--- config.mk ---
export PLATFORM = sky130hd
export DESIGN_NAME = i2cm_event_hub
export DESIGN_NICKNAME = d
export VERILOG_FILES = /design/src/rtl/evh_pkg.sv /design/src/rtl/evh_vec_enc.sv /design/src/rtl/evh_stat_next.sv /design/src/rtl/i2cm_event_hub.sv
export SDC_FILE = /design/constraint.sdc
export NUM_CORES = 1
export LEC_CHECK = 0
export ABC_AREA = 1
export BUFFER_PORTS_ARGS = -buffer_cell sky130_fd_sc_hd__buf_4
export CAP_MARGIN = 20
export CORE_ASPECT_RATIO = 1.5
export CORE_UTILIZATION = 44
export DETAILED_ROUTE_END_ITERATION = 12
export GPL_ROUTABILITY_DRIVEN = 0
export PLACE_DENSITY = 0.85
export SLEW_MARGIN = 20
export SYNTH_ARGS = -nofsm -noshare
export SYNTH_HDL_FRONTEND = slang
export SYNTH_SLANG_ARGS = --single-unit
--- constraint.sdc ---
create_clock -name clk -period 1.12 [get_ports clk]
set_input_delay 0.056 -clock clk [delete_from_list [all_inputs] [get_ports clk]]
set_output_delay 0.056 -clock clk [all_outputs]
set_load 0.005 [all_outputs]
--- src/rtl/evh_pkg.sv ---
package evh_pkg;
    localparam int unsigned REG_W = 16;

    localparam int unsigned B_ARB  = 0;
    localparam int unsigned B_NACK = 1;
    localparam int unsigned B_ARDY = 2;
    localparam int unsigned B_RRDY = 3;
    localparam int unsigned B_XRDY = 4;
    localparam int unsigned B_XUDF = 10;
    localparam int unsigned B_ROVR = 11;
    localparam int unsigned B_BUSY = 12;
    localparam int unsigned B_RDRN = 13;
    localparam int unsigned B_XDRN = 14;

    // event-settable status positions
    localparam logic [REG_W-1:0] EVT_MASK =
        (REG_W'(1) << B_ARB)  | (REG_W'(1) << B_NACK) | (REG_W'(1) << B_ARDY) |
        (REG_W'(1) << B_RRDY) | (REG_W'(1) << B_XRDY) | (REG_W'(1) << B_XUDF) |
        (REG_W'(1) << B_ROVR) | (REG_W'(1) << B_RDRN) | (REG_W'(1) << B_XDRN);

    // implemented mask-word positions
    localparam logic [REG_W-1:0] EN_MASK =
        (REG_W'(1) << B_ARB)  | (REG_W'(1) << B_NACK) | (REG_W'(1) << B_ARDY) |
        (REG_W'(1) << B_RRDY) | (REG_W'(1) << B_XRDY) | (REG_W'(1) << B_RDRN) |
        (REG_W'(1) << B_XDRN);

    localparam int unsigned OFS_STAT = 0;
    localparam int unsigned OFS_EN   = 1;
    localparam int unsigned OFS_VEC  = 2;

    typedef struct packed {
        logic [REG_W-1:0] stat;
        logic [REG_W-1:0] en;
        logic             irq;
    } evh_state_t;
endpackage

--- src/rtl/evh_vec_enc.sv ---
module evh_vec_enc #(
    parameter int unsigned N_SRC  = 5,
    parameter int unsigned CODE_W = $clog2(N_SRC + 1)
) (
    input  logic [N_SRC-1:0]  pend_i,
    output logic [CODE_W-1:0] code_o,
    output logic [N_SRC-1:0]  sel_o
);
    // scan from the top so the lowest pending source is the last to land
    always_comb begin
        code_o = '0;
        sel_o  = '0;
        for (int i = N_SRC - 1; i >= 0; i--) begin
            if (pend_i[i]) begin
                code_o   = CODE_W'(i + 1);
                sel_o    = '0;
                sel_o[i] = 1'b1;
            end
        end
    end
endmodule

--- src/rtl/evh_stat_next.sv ---
module evh_stat_next
    import evh_pkg::*;
(
    input  logic [REG_W-1:0] stat_q_i,
    input  logic [REG_W-1:0] evt_i,
    input  logic             busy_i,
    input  logic [REG_W-1:0] w1c_i,
    input  logic [REG_W-1:0] vclr_i,
    output logic [REG_W-1:0] stat_d_o
);
    logic [REG_W-1:0] kept;
    logic [REG_W-1:0] sticky;

    // clears act on the held value only; a fresh pulse is ORed after them
    assign kept     = stat_q_i & ~w1c_i & ~vclr_i;
    assign sticky   = (kept | evt_i) & EVT_MASK;
    assign stat_d_o = sticky | (REG_W'(busy_i) << B_BUSY);
endmodule

--- src/rtl/i2cm_event_hub.sv ---
module i2cm_event_hub
    import evh_pkg::*;
#(
    parameter int unsigned ADDR_W = 2,
    parameter int unsigned N_VEC  = 5
) (
    input  logic              clk,
    input  logic              rst_n,
    input  logic [15:0]       evt_i,
    input  logic              bus_busy_i,
    input  logic              reg_wr_i,
    input  logic              reg_rd_i,
    input  logic [ADDR_W-1:0] reg_addr_i,
    input  logic [15:0]       reg_wdata_i,
    output logic [15:0]       reg_rdata_o,
    output logic              irq_o
);
    localparam int unsigned CODE_W = $clog2(N_VEC + 1);

    evh_state_t s_q, s_d;

    logic              sel_stat, sel_en, sel_vec;
    logic [N_VEC-1:0]  vec_pend, vec_sel;
    logic [CODE_W-1:0] vec_code;
    logic [REG_W-1:0]  w1c_mask, vclr_mask, stat_nxt;

    assign sel_stat = (reg_addr_i == ADDR_W'(OFS_STAT));
    assign sel_en   = (reg_addr_i == ADDR_W'(OFS_EN));
    assign sel_vec  = (reg_addr_i == ADDR_W'(OFS_VEC));

    assign vec_pend = s_q.stat[N_VEC-1:0] & s_q.en[N_VEC-1:0];

    evh_vec_enc #(
        .N_SRC  (N_VEC),
        .CODE_W (CODE_W)
    ) u_enc (
        .pend_i (vec_pend),
        .code_o (vec_code),
        .sel_o  (vec_sel)
    );

    assign w1c_mask = (reg_wr_i && sel_stat) ? reg_wdata_i : '0;

    always_comb begin
        vclr_mask = '0;
        if (reg_rd_i && sel_vec) begin
            vclr_mask[N_VEC-1:0] = vec_sel;
        end
    end

    evh_stat_next u_nxt (
        .stat_q_i (s_q.stat),
        .evt_i    (evt_i),
        .busy_i   (bus_busy_i),
        .w1c_i    (w1c_mask),
        .vclr_i   (vclr_mask),
        .stat_d_o (stat_nxt)
    );

    always_comb begin
        s_d      = s_q;
        s_d.stat = stat_nxt;
        if (reg_wr_i && sel_en) begin
            s_d.en = reg_wdata_i & EN_MASK;
        end
        s_d.irq  = |(s_q.stat & s_q.en);
    end

    always_ff @(posedge clk or negedge rst_n) begin
        if (!rst_n) begin
            s_q <= '0;
        end else begin
            s_q <= s_d;
        end
    end

    always_comb begin
        reg_rdata_o = '0;
        if (sel_stat) begin
            reg_rdata_o = s_q.stat;
        end else if (sel_en) begin
            reg_rdata_o = s_q.en;
        end else if (sel_vec) begin
            reg_rdata_o = {{(REG_W - CODE_W){1'b0}}, vec_code};
        end
    end

    assign irq_o = s_q.irq;
endmodule

==> impl_metrics.csv <==
group,metric,value,unit
pwr,ir_drop,0.7456,mV
worst_setup_path,cp.arrival,1.30,ns
worst_setup_path,cp-start-kind,"register",
pwr,p_leak,0.9130,nW
status,status,"finished with violations",
pwr,power,1.718,mW
pwr,pwr_density_cell,1061,mW/mm²
routing,wl,3035,µm
worst_setup_path,critPathMaxStageDelay,0.41,ns
worst_setup_path,path_cells,"nand2_2 -> inv_4 -> nor2_4 -> nor2_1 -> nand2_1 -> nand3_2 -> buf_4",
yosys,ys_types,17,
yosys,syn_avg_cell_area,7.008,µm²
worst_setup_path,r2r_slack,-0.02,ns
worst_setup_path,cp-end-kind,"output port",
hold_path,hold_depth,3,
routing,route.detailed.drc,0,
hold_path,holdPathEnd,"s_q[4]",
yosys,yosysWarnings,0,
routing,routedWlPerCell,12.81,µm
routing,antenna_left,0,
floorplan,initial_core_util,46.44,%
sta,finClkSkew,0.008383,ns
worst_setup_path,cp.required,1.06,ns
status,violations,"negative hold slack, negative setup slack",
clock_network,cts_buffers,3,
global_route,grt_max_degree,19,
final_layout,drive_above_1_share,35.98,%
hold_path,hold_path_startpoint,"reg_wdata_i[3]",
clock_network,htreeDepth,1,
final_layout,nets,255,
worst_setup_path,worstReg2RegEnd,"s_q[20]",
job,maxCapViolations,0,
yosys,synth_seq_area_share,43.43,%
global_route,grt_pass1_vias,1124,
worst_setup_path,crit_start,"s_q[1]",
routing,first_pass_iters,4,
worst_setup_path,regToRegStartpoint,"s_q[18]",
sta,setup_ws,-0.2312,ns
place,post_dp_cell_area,0.001301,mm²
worst_setup_path,cp_max_fo,3,
sta,period_share,120.6,%
floorplan,die_area,0.002560,mm²
sta,fmax,740.1,MHz
floorplan,die_h,61.47,µm
clock_network,clk_pin_slew,0.11,ns
sta,rsz0062_at_grt,"true",
routing,drt_iter0_drc,18,
final_layout,final_core_util,72.49,%
worst_setup_path,reg2reg_depth,7,
sta,period_minus_slack,1.351,ns
yosys,syn-cell-area,0.001037,mm²
global_route,antenna_found_initial,0,
floorplan,io_pins,56,
final_layout,antenna_cells,0,
worst_setup_path,criticalPathCategory,"reg -> out",
yosys,async_reset_ff_share,100.0,%
routing,vias,1209,
yosys,synth_top_cells_by_area,"dfrtp_1, nand2_1, inv_1",
clock_network,clock-sinks,18,
yosys,yosys-top-cells-count,"nand2_1, inv_1, dfrtp_1",
clock_network,cts_tree,"yes",
sta,setup_violations,7,
worst_setup_path,cp_slowest_cell,"dfrtp_1",
floorplan,rows,21,
clock_network,worstSkewPairLatency,0.30,ns
clock_network,root_buffer,"clkbuf_4",
floorplan,die_w,41.65,µm
yosys,ys.flop_type,"dfrtp_1",
yosys,yosysMostFrequentCell,"nand2_1",
final_layout,stdcell_area,0.001619,mm²
yosys,yosys.area.top_type,"dfrtp_1",
clock_network,cts_max_path_buffers,2,
floorplan,core,0.002233,mm²
global_route,overflow,0,
yosys,synth_top_area_share,43.43,%
sta,hold_viol,3,
sta,fin_hold_ws,-0.007989,ns
place,io_buffers,35,
global_route,grtUsageTotal,22.26,%
yosys,postSynthCellCount,148,
yosys,synth_seq_cells,18,
hold_path,hold_class,"in -> reg",
global_route,grt_pass1_wl,4340,µm
place,place.detailed.hpwl,1840,µm
yosys,synth_edf_count,0,
final_layout,area_growth,56.09,%
routing,viasPerCell,5.101,
sta,slew_viol_final,0,
==> through the flow <==
step / worst slack (ns) / setup TNS (ns) / instances
2_1_floorplan: 0.1846 / 0 / 153
3_3_place_gp: 0.08442 / 0 / 205
3_5_place_dp: 0.04924 / 0 / 205
4_1_cts: -0.1918 / -0.4781 / 229
5_1_grt: -0.2842 / -1.049 / 237
6_report: -0.2312 / -0.6160 / 237
==> layer usage <==
layer  vias to the layer above  track usage [%]  part of all wire (%)
li1                        572                -                     -
met4                         0            13.36                   2.8
met2                        53            43.75                    55
met5                         -                0                     0
met1                       575            22.26                    37
met3                         9            2.933                   5.3
==> repair_timing <==
item / 4_1_cts / 5_1_grt
hold buffers: 11 / 0
cloned: 0 / 0
hold endpoints to repair: 28 / 0
setup buffers: 10 / 8
pin swaps: 6 / 12
gates resized for setup: 8 / 9
setup endpoints to repair: 6 / 11
==> power by group <==
group | internal (mW) | total, mW | switching (mW)
registers | 0.711 | 0.758 | 0.0475
logic | 0.331 | 0.629 | 0.298
clock network | 0.125 | 0.331 | 0.206
==> placed cells by master, fill, tap and decap left out, drive strengths merged <==
master | synthesis | final
nand4 | 1 | 1
nand3b | 1 | 1
a22o | 4 | 4
inv | 23 | 23
buf | 9 | 56
nor2 | 13 | 13
dfrtp | 18 | 18
nand2 | 58 | 58
conb | 1 | 6
o21ai | 4 | 4
dlygate4sd3 | 0 | 11
a21o | 2 | 2
nand3 | 14 | 14
clkbuf | 0 | 3
==> cells by family after synthesis <==
family / Yosys count / share of synthesized area (%)
AND/OR/NAND/NOR: 87 / 34.50
buffers and inverters: 32 / 14.96
flip-flops: 18 / 43.43
AO/OA/AOI/OAI: 10 / 6.754
other: 1 / 0.3615
==> sequential cells by signal (all words and copies together), names as in the netlist <==
signal / cells
irq_o: 1
s_q: 17
==> worst max-delay path by stage <==
stage / endpoint / slack [ns] / cells past startpoint
final: reg_rdata_o[0] / -0.23 / 7
after global routing: reg_rdata_o[0] / -0.28 / 7
after CTS: reg_rdata_o[0] / -0.19 / 7
after detailed placement: s_q[21] / 0.05 / 6
after global placement: s_q[20] / 0.08 / 6
after floorplan: s_q[19] / 0.18 / 6
==> cell type report <==
class	count	area [µm²]
Multi-Input combinational cell	103	498.0
Clock buffer	3	22.52
Inverter	23	88.84
Tap cell	23	28.78
Sequential cell	18	450.4
Timing Repair Buffer	67	530.5
Fill cell	154	614.3
==> worst max-delay path, delay by kind of cell, from the launching register on <==
| family | cells | cell delay (ns) |
|---|---|---|
| flip-flops | 1 | 0.41 |
| AND/OR/NAND/NOR | 5 | 0.39 |
| buffers and inverters | 2 | 0.19 |
No activity file was read; power rests on OpenSTA's default activity.
